File: src/rtl/rtcp_pkg.sv
package rtcp_pkg;
  typedef struct packed {
    logic hour;
    logic minute;
    logic sec;
    logic fast;
  } ref_nib_t;
endpackage

File: src/rtl/rtcp_divider.sv
module rtcp_divider #(
  parameter int DIV_BITS = 15,
  parameter int RST_LO   = 11
) (
  input  logic                clk,
  input  logic                rst_n,
  input  logic                adv,
  input  logic                srst,
  output logic [DIV_BITS-1:0] cnt,
  output logic                wrap
);
  localparam int CLR_BIT = RST_LO - 1;

  logic [DIV_BITS-1:0] keep;
  logic [DIV_BITS-1:0] inc;

  for (genvar gi = 0; gi < DIV_BITS; gi++) begin : g_keep
    if (gi >= CLR_BIT) begin : g_hi
      assign keep[gi] = ~srst;
    end else begin : g_lo
      assign keep[gi] = 1'b1;
    end
  end

  assign inc  = cnt + {{(DIV_BITS-1){1'b0}}, adv};
  assign wrap = adv & (&cnt) & ~srst;

  always_ff @(posedge clk or negedge rst_n) begin
    if (!rst_n) cnt <= '0;
    else        cnt <= inc & keep;
  end
endmodule

File: src/rtl/rtcp_taps.sv
module rtcp_taps #(
  parameter int DIV_BITS  = 15,
  parameter int TAP_STAGE = 5
) (
  input  logic                clk,
  input  logic                rst_n,
  input  logic [DIV_BITS-1:0] cnt,
  input  logic                wrap,
  input  logic                sec_wrap,
  input  logic                min_wrap,
  output logic                tick,
  output rtcp_pkg::ref_nib_t  nib
);
  logic min_q, hr_q;

  always_ff @(posedge clk or negedge rst_n) begin
    if (!rst_n) begin
      tick  <= 1'b0;
      min_q <= 1'b0;
      hr_q  <= 1'b0;
    end else begin
      tick <= wrap;
      if (wrap) begin
        min_q <= sec_wrap;
        hr_q  <= sec_wrap & min_wrap;
      end
    end
  end

  assign nib.hour   = hr_q;
  assign nib.minute = min_q;
  assign nib.sec    = cnt[DIV_BITS-1];
  assign nib.fast   = cnt[TAP_STAGE-1];
endmodule

File: src/rtl/rtcp_busy.sv
module rtcp_busy #(
  parameter int DIV_BITS  = 15,
  parameter int TAP_STAGE = 5,
  parameter int BUSY_WIN  = 2
) (
  input  logic [DIV_BITS-1:0] cnt,
  input  logic                tick,
  output logic                busy
);
  localparam int UW  = DIV_BITS - TAP_STAGE;
  localparam int THR = (1 << UW) - BUSY_WIN;

  logic [UW-1:0] periods;
  assign periods = cnt[DIV_BITS-1:TAP_STAGE];

  if (BUSY_WIN == 0) begin : g_none
    assign busy = tick;
  end else begin : g_win
    assign busy = tick | (int'(periods) >= THR);
  end
endmodule

File: src/rtl/rtc_prescaler.sv
module rtc_prescaler #(
  parameter int DIV_BITS  = 15,
  parameter int TAP_STAGE = 5,
  parameter int RST_LO    = 11,
  parameter int BUSY_WIN  = 2
) (
  input  logic       clk,
  input  logic       rst_n,
  input  logic       osc_en,
  input  logic       stop,
  input  logic       stage_rst,
  input  logic       sec_wrap,
  input  logic       min_wrap,
  output logic       tick_1hz,
  output logic [3:0] ref_nib,
  output logic       busy
);
  logic [DIV_BITS-1:0] cnt;
  logic                wrap;
  logic                adv;
  rtcp_pkg::ref_nib_t  nib;

  assign adv = osc_en & ~stop;

  rtcp_divider #(.DIV_BITS(DIV_BITS), .RST_LO(RST_LO)) u_div (
    .clk(clk), .rst_n(rst_n), .adv(adv), .srst(stage_rst),
    .cnt(cnt), .wrap(wrap)
  );

  rtcp_taps #(.DIV_BITS(DIV_BITS), .TAP_STAGE(TAP_STAGE)) u_taps (
    .clk(clk), .rst_n(rst_n), .cnt(cnt), .wrap(wrap),
    .sec_wrap(sec_wrap), .min_wrap(min_wrap),
    .tick(tick_1hz), .nib(nib)
  );

  rtcp_busy #(.DIV_BITS(DIV_BITS), .TAP_STAGE(TAP_STAGE), .BUSY_WIN(BUSY_WIN)) u_busy (
    .cnt(cnt), .tick(tick_1hz), .busy(busy)
  );

  assign ref_nib = nib;
endmodule

File: config.mk
export PLATFORM = sky130hd
export DESIGN_NAME = rtc_prescaler
export DESIGN_NICKNAME = d
export VERILOG_FILES = /design/src/rtl/rtcp_pkg.sv /design/src/rtl/rtcp_divider.sv /design/src/rtl/rtcp_taps.sv /design/src/rtl/rtcp_busy.sv /design/src/rtl/rtc_prescaler.sv
export SDC_FILE = /design/constraint.sdc
export NUM_CORES = 1
export LEC_CHECK = 0
export ABC_AREA = 1
export ABC_CLOCK_PERIOD_IN_PS = 1800
export CAP_MARGIN = 25
export CORE_MARGIN = 5
export CORE_UTILIZATION = 47
export CTS_CLUSTER_SIZE = 8
export DETAILED_ROUTE_END_ITERATION = 8
export PLACE_DENSITY = 0.69
export SLEW_MARGIN = 20
export SYNTH_ARGS = -nofsm -noshare
export SYNTH_HDL_FRONTEND = slang
export SYNTH_SLANG_ARGS = --single-unit
File: constraint.sdc
create_clock -name clk -period 1.8 [get_ports clk]
set_input_delay 0.36 -clock clk [delete_from_list [all_inputs] [get_ports clk]]
set_output_delay 0.36 -clock clk [all_outputs]
set_load 0.1 [all_outputs]
==> results_tabular.tex, run 1 <==
\begin{tabular}{lr}
\hline
Metric & Value \\
\hline
\multicolumn{2}{l}{\textbf{Run status}} \\
\quad Run status & complete, no violations \\
\multicolumn{2}{l}{\textbf{Die}} \\
\quad I/O pin count & 13 \\
\quad Floorplan Core Area & about 2000 um\^{}2 \\
\quad Die Ht & approximately 56 um \\
\quad Initial Utilization & about half \\
\quad Die ar. & 3180 um\^{}2 \\
\quad Row count & 16 \\
\quad X dimension of the die & about 56 um \\
\multicolumn{2}{l}{\textbf{STA}} \\
\quad Max-slew violations & 0 \\
\quad RSZ-0062 raised after global routing & true \\
\quad Max-slew headroom at the worst pin & between 80 and 90\% \\
\quad Hold violation total from the final report & 0 \\
\quad Clock Skews & between 0.0015 and 0.002 ns \\
\quad Final hold slack & between 0.3 and 0.4 ns \\
\quad Measured slew at the worst slew-check pin & approximately 0.24 ns \\
\quad Setup violation total in the final timing report & 0 \\
\quad Period minus WS final & 1.77 ns \\
\quad Final WS setup & 0.0284 ns \\
\quad Fmax & $\sim$0.56 GHz \\
\quad Fraction of the cycle the final worst path needs & 98.4\% \\
\multicolumn{2}{l}{\textbf{Cells and area}} \\
\quad Total number of nets in the final design & roughly 160 \\
\quad Area growth syn-to-layout & 35.7\% \\
\quad Layout fillers & between 150 and 200 \\
\quad Layout cell share with drive strength beyond 1 & between 30 and 40\% \\
\quad Fin area & between 1000 and 1500 um\^{}2 \\
\quad Most frequent standard cell in the layout excluding fill and tap cells & nand2\_1 \\
\quad Most frequent cells in the layout & 26 x nand2\_1, 18 x inv\_1, 18 x dfrtp\_1, 15 x nor2\_1, 15 x buf\_4 \\
\quad Number of diodes added for antenna fixing & 0 \\
\multicolumn{2}{l}{\textbf{Synth}} \\
\quad Synthesized net count & approximately 140 \\
\quad Sequential element share of the synthesized area & $\sim$44\% \\
\quad Number of storage elements in the synthesis netlist & 18 \\
\quad Largest family of logic cells by synthesized area & simple AND/OR/NAND/NOR gates \\
\quad Average footprint of a synthesized cell & 8.03 um\^{}2 \\
\quad Yosys top cell by area & dfrtp\_1 \\
\quad Top area cells in the synthesized netlist & dfrtp\_1 44\%, nand2\_1 10\%, inv\_1 6.7\% \\
\quad Mux cell area share after synthesis & 0\% \\
\quad Count of unique library cells instantiated by Yosys & 18 \\
\quad Synthesized instance count & between 100 and 150 \\
\quad Total number of yosys warnings & 0 \\
\quad Synth top area share & about 44\% \\
\quad Post-Syn Area & 1010 um\^{}2 \\
\quad Area fraction in compound gates after synthesis & 2.97\% \\
\quad Synth Area in XOR/XNOR & 6.92\% \\
\quad Adder and majority gate portion of the synthesized area & about 2.5\% \\
\quad Simple-Gate Fraction of Synth Area & around 33\% \\
\multicolumn{2}{l}{\textbf{GRT}} \\
\quad Overflow after GRT & 0 \\
\quad Number of antenna violations at the first check in global routing & 0 \\
\quad Met2 usage in global routing & between 20\% and 30\% \\
\quad Total routing resource utilization after global routing & between 10\% and 20\% \\
\quad Number of global-route vias before repair & slightly above 800 \\
\quad GR met3 Demand/Resource & just under 3\% \\
\quad Global-route wire length before repair & approximately 3.5 mm \\
\quad Busiest grt layer & met2 \\
\quad GR Util met1 & 17.4\% \\
\quad Maximum number of pins on one net before global-route repair & 19 \\
\multicolumn{2}{l}{\textbf{Route}} \\
\quad DRC viols & 0 \\
\quad Detailed-route via count & between 800 and 900 \\
\quad Number of design-rule violations left by the first detailed-router iteration & 10 \\
\quad Routed WL per cell & between 10 and 15 um \\
\quad First-pass DRT Iterations & 4 \\
\quad Via density per instance & between 4 and 5 \\
\quad Routed wire length & around 2 mm \\
\quad Count of antenna-violating nets left after detailed routing & 0 \\
\multicolumn{2}{l}{\textbf{Placement}} \\
\quad Cell area after placement & roughly 1300 um\^{}2 \\
\quad Global placer's final weighted congestion & 0.816 \\
\quad Half-perimeter wire length after detailed placement & 1.54 mm \\
\quad Setup slack at placement & -0.244 ns \\
\quad Number of port buffers & 12 \\
\multicolumn{2}{l}{\textbf{Worst setup path}} \\
\quad Required arrival time at the worst endpoint & around 1.4 ns \\
\quad Classification of the worst setup path & reg -> out \\
\quad Startpoint Class & flip-flop \\
\quad Slowest library cell on the worst path & dfrtp\_1 \\
\quad Crit path DAT & between 1 and 1.5 ns \\
\quad Nature of the critical path endpoint & primary output \\
\quad Worst-case reg-to-reg path depth & 9 \\
\quad List of cells traversed by the critical path & nand2\_1 -> nor2\_2 -> nand2\_2 -> o31ai\_4 -> buf\_12 \\
\quad Delay of the slowest cell on the worst path & between 0.3 and 0.4 ns \\
\quad Startpoint of the worst-slack reg-to-reg timing path & u\_div.cnt[0] \\
\quad CP Max Fanout & 2 \\
\quad Worst Setup SP & u\_div.cnt[9] \\
\multicolumn{2}{l}{\textbf{Power and ir drop}} \\
\quad Overall power & about 1.1 mW \\
\quad Pwr Density & between 700 and 800 nW/um\^{}2 \\
\quad Worst IR drop on VDD & approximately 0.70 mV \\
\quad Static leakage power & just under 0.7 nW \\
\multicolumn{2}{l}{\textbf{Clock network}} \\
\quad Insertion delay to the later sink of the worst-skew pair & slightly below 0.3 ns \\
\quad CTS Buf Count & 3 \\
\quad CTS root buf & clkbuf\_4 \\
\quad Maximum clock path buffer count & 2 \\
\quad Number of clock sinks seen by CTS & 18 \\
\quad H-tree depth & 1 \\
\quad CTS clk-pin slew, worst paths & about 0.10 ns \\
\quad Clock tree from TritonCTS & yes \\
\multicolumn{2}{l}{\textbf{Worst hold path}} \\
\quad Path category of the worst min-delay check & in -> async \\
\multicolumn{2}{l}{\textbf{Job}} \\
\quad Number of max-capacitance violations reported & 0 \\
\hline
\end{tabular}
## cell usage after synthesis
master     n
xor2_1     4
nand3_2    1
ha_1       2
nor3_1     1
nand3b_1   2
nand4_1    3
xnor2_1    4
o21bai_2   2
nor2_2     8
buf_4      4
inv_1     18
dfrtp_1   18
inv_2      1
o31ai_1    1
nor2_1    17
nand2_1   28
nand2_2    6
nand3_1    6
## stage by stage
step | setup TNS, ns | std cells | util [%]
after floorplan | -0.0479 | 126 | -
final | 0 | 180 | 68.6
after CTS | 0 | 176 | 66.4
after global placement | -0.793 | 168 | 63.1
after detailed placement | -1.57 | 168 | 63.1
after global routing | -0.0342 | 180 | 68.6
## area by class of cell
class	instances	area, um^2	share of cell area, %
Clock buffer	4	36.3	2.64
Inverter	19	71.3	5.19
Timing Repair Buffer	27	293	21.3
Multi-Input combinational cell	85	489	35.6
Sequential cell	18	450	32.8
Tap cell	27	33.8	2.46
## path summary, 6_finish.rpt
check	endpoint	slack, ns
max in group asynchronous	u_div.cnt[3]	1.22
max	busy	0.03
min reg2reg	u_div.cnt[5]	0.52
min in group clk	u_div.cnt[5]	0.52
min	u_div.cnt[5]	0.39
max reg2reg	u_div.cnt[14]	0.42
## registers in the layout, indices dropped and copies added (netlist names)
register / flops
u_taps.min_q: 1
u_div.cnt: 15
u_taps.tick: 1
u_taps.hr_q: 1
## power by group
group          total, mW  switching (mW)  leakage [nW]  internal, mW
Combinational      0.267           0.151         0.421         0.116
Clock              0.248           0.125        0.0210         0.123
Sequential         0.547          0.0800         0.242         0.467
## critical path, delay by kind of cell, from the launching register on
| family | cells | cell delay [ns] |
|---|---|---|
| AO/OA/AOI/OAI | 1 | 0.21 |
| buffers and inverters | 1 | 0.21 |
| AND/OR/NAND/NOR | 3 | 0.32 |
| flip-flops | 1 | 0.37 |
## repair_timing
action                     CTS  global route
setup buffers                4             4
setup endpoints to repair    1             3
gates resized for setup      0             6
hold buffers                 0             0
pin swaps                    0             1
## logic make-up (layout without fill, tap and decap cells)
logic type,Yosys count,after routing
compound gates,3,3
xor+xnor,8,8
fa+ha+maj,2,2
buf+inv,23,50
flops,18,18
simple gates,72,72
## layer usage
layer | wire length, um | part of all wire (%)
met2 | 1020 | 50
met4 | 16 | 0.79
met5 | 0 | 0
met1 | 898 | 44
met3 | 89 | 4.4
Power figures use the tool's default switching activity.
==> run 2, diff against run 1 <==
Settings changed: SYNTH_HIERARCHICAL set to 1.
==> run 2 against run 1 <==
Register-to-register slack worse by 0.03 ns. Sequential power up 1%. Sequential cell count unchanged. Non-clock buffer count down 6. Final cell count down 8.3%. Area after synthesis down 5.3%. Count of clock-buffer cells in the layout unchanged. Total power up 4.7%. Fmax up 5.5%. Largest cell class is now registers. Largest power group unchanged. Highest routed layer unchanged.
==> results_tabular.tex, run 2 <==
\begin{tabular}{lr}
\hline
Metric & Value \\
\hline
\multicolumn{2}{l}{\textbf{Clock network}} \\
\quad Number of gates resized after cts & 0 (unchanged) \\
\quad H-tree depth & 1 (unchanged) \\
\quad Insertion delay to the later sink of the worst-skew pair & 0.30 ns (about the same) \\
\quad CTS clk-pin slew, worst paths & 0.11 ns (about the same) \\
\quad Maximum clock path buffer count & 2 (unchanged) \\
\quad Count of buffers added by post-CTS timing repair for setup & 0 (-4) \\
\quad CTS Buf Count & 3 (unchanged) \\
\quad Number of clock sinks seen by CTS & 18 (unchanged) \\
\quad CTS root buf & clkbuf\_4 \\
\quad Hold-fix buffer count after cts & 0 (unchanged) \\
\quad Clock tree from TritonCTS & yes \\
\multicolumn{2}{l}{\textbf{Cells and area}} \\
\quad Total number of nets in the final design & 148 (-9.2\%) \\
\quad Layout cell share with drive strength beyond 1 & 23.2\% (-9.5 points) \\
\quad Number of diodes added for antenna fixing & 0 (unchanged) \\
\quad Most frequent standard cell in the layout excluding fill and tap cells & nand2\_1 \\
\quad Area growth syn-to-layout & 30.4\% \\
\quad Fin util & 63.7\% (-4.9 points) \\
\quad Most frequent cells in the layout & 31 x nand2\_1, 20 x nor2\_1, 17 x dfrtp\_1, 11 x inv\_1, 9 x buf\_4 \\
\quad Reg with most FFs & u\_div/cnt \\
\quad Flip-flop count of the largest register, all copies and words added & 15 (unchanged) \\
\quad Fin area & 1250 um\^{}2 (-9.0\%) \\
\multicolumn{2}{l}{\textbf{Worst setup path}} \\
\quad Nature of the critical path endpoint & primary output \\
\quad Required arrival time at the worst endpoint & 1.44 ns (about the same) \\
\quad CP Max Fanout & 5 (+3) \\
\quad Crit path DAT & 1.32 ns (-0.09 ns) \\
\quad Startpoint Class & flip-flop \\
\quad Classification of the worst setup path & reg -> out \\
\multicolumn{2}{l}{\textbf{STA}} \\
\quad Setup violation total in the final timing report & 0 (unchanged) \\
\quad Clock Skews & 0.00724 ns (+0.00553 ns) \\
\quad Fraction of the cycle the final worst path needs & 93.3\% (-5.1 points) \\
\quad Max-slew headroom at the worst pin & 82.9\% (-0.99 points) \\
\quad Hold violation total from the final report & 0 (unchanged) \\
\quad RSZ-0062 raised after global routing & false \\
\quad Setup Total Neg Slack & 0 ns (unchanged) \\
\quad Period minus WS final & 1.68 ns (-0.0921 ns) \\
\quad Final WS setup & 0.121 ns (+0.0921 ns) \\
\quad Max-slew violations & 0 (unchanged) \\
\quad Fmax & 0.595 GHz (+5.5\%) \\
\quad Measured slew at the worst slew-check pin & 0.257 ns (+0.0148 ns) \\
\multicolumn{2}{l}{\textbf{Die}} \\
\quad X dimension of the die & 55.2 um (-2.2\%) \\
\quad Floorplan Core Area & 1960 um\^{}2 (-2.0\%) \\
\quad Die Ht & 55.2 um (-2.2\%) \\
\quad Die ar. & 3040 um\^{}2 (-4.4\%) \\
\quad Initial Utilization & 48.9\% (-1.7 points) \\
\quad Row count & 16 (unchanged) \\
\quad I/O pin count & 13 (unchanged) \\
\multicolumn{2}{l}{\textbf{GRT}} \\
\quad Number of global-route vias before repair & 853 (+3.4\%) \\
\quad Number of antenna violations at the first check in global routing & 0 (unchanged) \\
\quad Maximum number of pins on one net before global-route repair & 19 (unchanged) \\
\quad Overflow after GRT & 0 (unchanged) \\
\quad Total routing resource utilization after global routing & 16.8\% (+3.0 points) \\
\quad Global-route wire length before repair & 3.53 mm (-0.39\%) \\
\multicolumn{2}{l}{\textbf{Synth}} \\
\quad Top area cells in the synthesized netlist & dfrtp\_1 47\%, nand2\_1 13\%, nor2\_1 7.8\% \\
\quad Number of storage elements in the synthesis netlist & 18 (unchanged) \\
\quad Asr flop ratio synth & 100\% (unchanged) \\
\quad Most common library cells after synthesis & 32 x nand2\_1, 20 x nor2\_1, 18 x dfrtp\_1, 11 x inv\_1, 6 x nand3\_1 \\
\quad Primary FF master, synth & dfrtp\_1 \\
\quad Average footprint of a synthesized cell & 8.19 um\^{}2 (+2.0\%) \\
\quad EDFF count, synth & 0 (unchanged) \\
\quad Sequential element share of the synthesized area & 47.0\% (+2.5 points) \\
\quad Count of unique library cells instantiated by Yosys & 17 (-1) \\
\quad Post-Syn Area & 958 um\^{}2 (-5.3\%) \\
\quad Synth top area share & 47.0\% (+2.5 points) \\
\quad Synthesized instance count & 117 (-7.1\%) \\
\quad Yosys top cell by area & dfrtp\_1 \\
\quad Cell with the most instances after synthesis & nand2\_1 \\
\quad Total number of yosys warnings & 6 (+6) \\
\quad Synthesized net count & 126 (-6.7\%) \\
\multicolumn{2}{l}{\textbf{Route}} \\
\quad Detailed-route via count & 790 (-5.4\%) \\
\quad Routed wire length & 2.03 mm (+0.25\%) \\
\quad Number of design-rule violations left by the first detailed-router iteration & 17 (+7) \\
\quad Count of antenna-violating nets left after detailed routing & 0 (unchanged) \\
\quad DRC viols & 0 (unchanged) \\
\quad First-pass DRT Iterations & 4 (unchanged) \\
\quad Routed WL per cell & 12.3 um (+9.4\%) \\
\quad Via density per instance & 4.79 (+3.2\%) \\
\multicolumn{2}{l}{\textbf{Placement}} \\
\quad Half-perimeter wire length after detailed placement & 1.59 mm (+3.1\%) \\
\quad Number of port buffers & 12 (unchanged) \\
\quad Global placer's final weighted congestion & 0.806 (-1.2\%) \\
\quad Setup slack at placement & -0.143 ns (+0.101 ns) \\
\quad Cell area after placement & 1210 um\^{}2 (-3.9\%) \\
\multicolumn{2}{l}{\textbf{Power and ir drop}} \\
\quad Worst IR drop on VDD & 0.696 mV (-0.51\%) \\
\quad Pwr Density & 890 nW/um\^{}2 (+15\%) \\
\quad Static leakage power & 0.579 nW (-15\%) \\
\multicolumn{2}{l}{\textbf{Run status}} \\
\quad Run status & complete, no violations \\
\multicolumn{2}{l}{\textbf{Worst hold path}} \\
\quad Path category of the worst min-delay check & in -> async \\
\multicolumn{2}{l}{\textbf{Job}} \\
\quad Number of max-capacitance violations reported & 0 (unchanged) \\
\hline
\end{tabular}
==> run 2: cell count changes in the layout (fill, tap and decap cells not counted), moves of 2 or more <==
cell | previous run | this run
inv_1 | 18 | 11
nor2_2 | 10 | 3
buf_4 | 15 | 9
nand2_1 | 26 | 31
nor2_1 | 15 | 20
nand2_2 | 8 | 4
nor2_4 | 0 | 3
ha_1 | 0 | 2
ha_2 | 2 | 0
o21bai_2 | 2 | 0
==> run 2: path summary, 6_finish.rpt <==
kind / from / to / slack [ns] / cells past startpoint
max: u_div/cnt[14] / busy / 0.12 / 5
min: rst_n / u_div/cnt[10] / 0.37 / 2
max reg2reg: u_div/cnt[8] / u_taps/hr_q / 0.39 / 8
min reg2reg: u_div/cnt[0] / u_div/cnt[0] / 0.52 / 1
max in group asynchronous: rst_n / u_taps/tick / 1.22 / 2
min in group clk: u_div/cnt[0] / u_div/cnt[0] / 0.52 / 1
==> run 2: layout make-up <==
type,count,area [um^2]
Fill cell,173,712
Sequential cell,18,452
Multi-Input combinational cell,83,435
Timing Repair Buffer,21,248
Inverter,12,45.0
Clock buffer,4,36.3
Tap cell,27,33.8
==> run 2: critical path: stages, from the launching register on <==
cell and delay [ns]:
dfrtp_1 0.50, nand2_1 0.09, nor2_1 0.10, nand2_1 0.08
nand2_2 0.08, buf_12 0.17
==> run 2: power by group <==
group,internal [mW],switching [mW]
Clock,0.124,0.128
Combinational,0.125,0.183
Sequential,0.473,0.0805
==> run 2: cells by family after synthesis <==
family / after synthesis / synth area share (%)
adders and majority gates: 2 / 2.61
xor gates and xnor gates: 8 / 7.31
DFF: 18 / 47.0
and+or+nand+nor: 73 / 35.2
buffers and inverters: 16 / 7.83
==> run 2: routing by layer <==
metal,global-route usage (%),wire [um]
met1,18.0,815
met2,29.9,1080
met3,2.68,84
met4,11.3,54
met5,0,0
==> run 2: through the flow <==
stage | std cells | hold slack [ns] | power (mW)
finish | 165 | 0.373 | 1.11
global route | 165 | 0.378 | 1.17
CTS | 165 | 0.365 | 1.13
detailed placement | 161 | 0.502 | 0.872
global placement | 161 | 0.503 | 0.867
floorplan | 117 | 0.0644 | 0.758
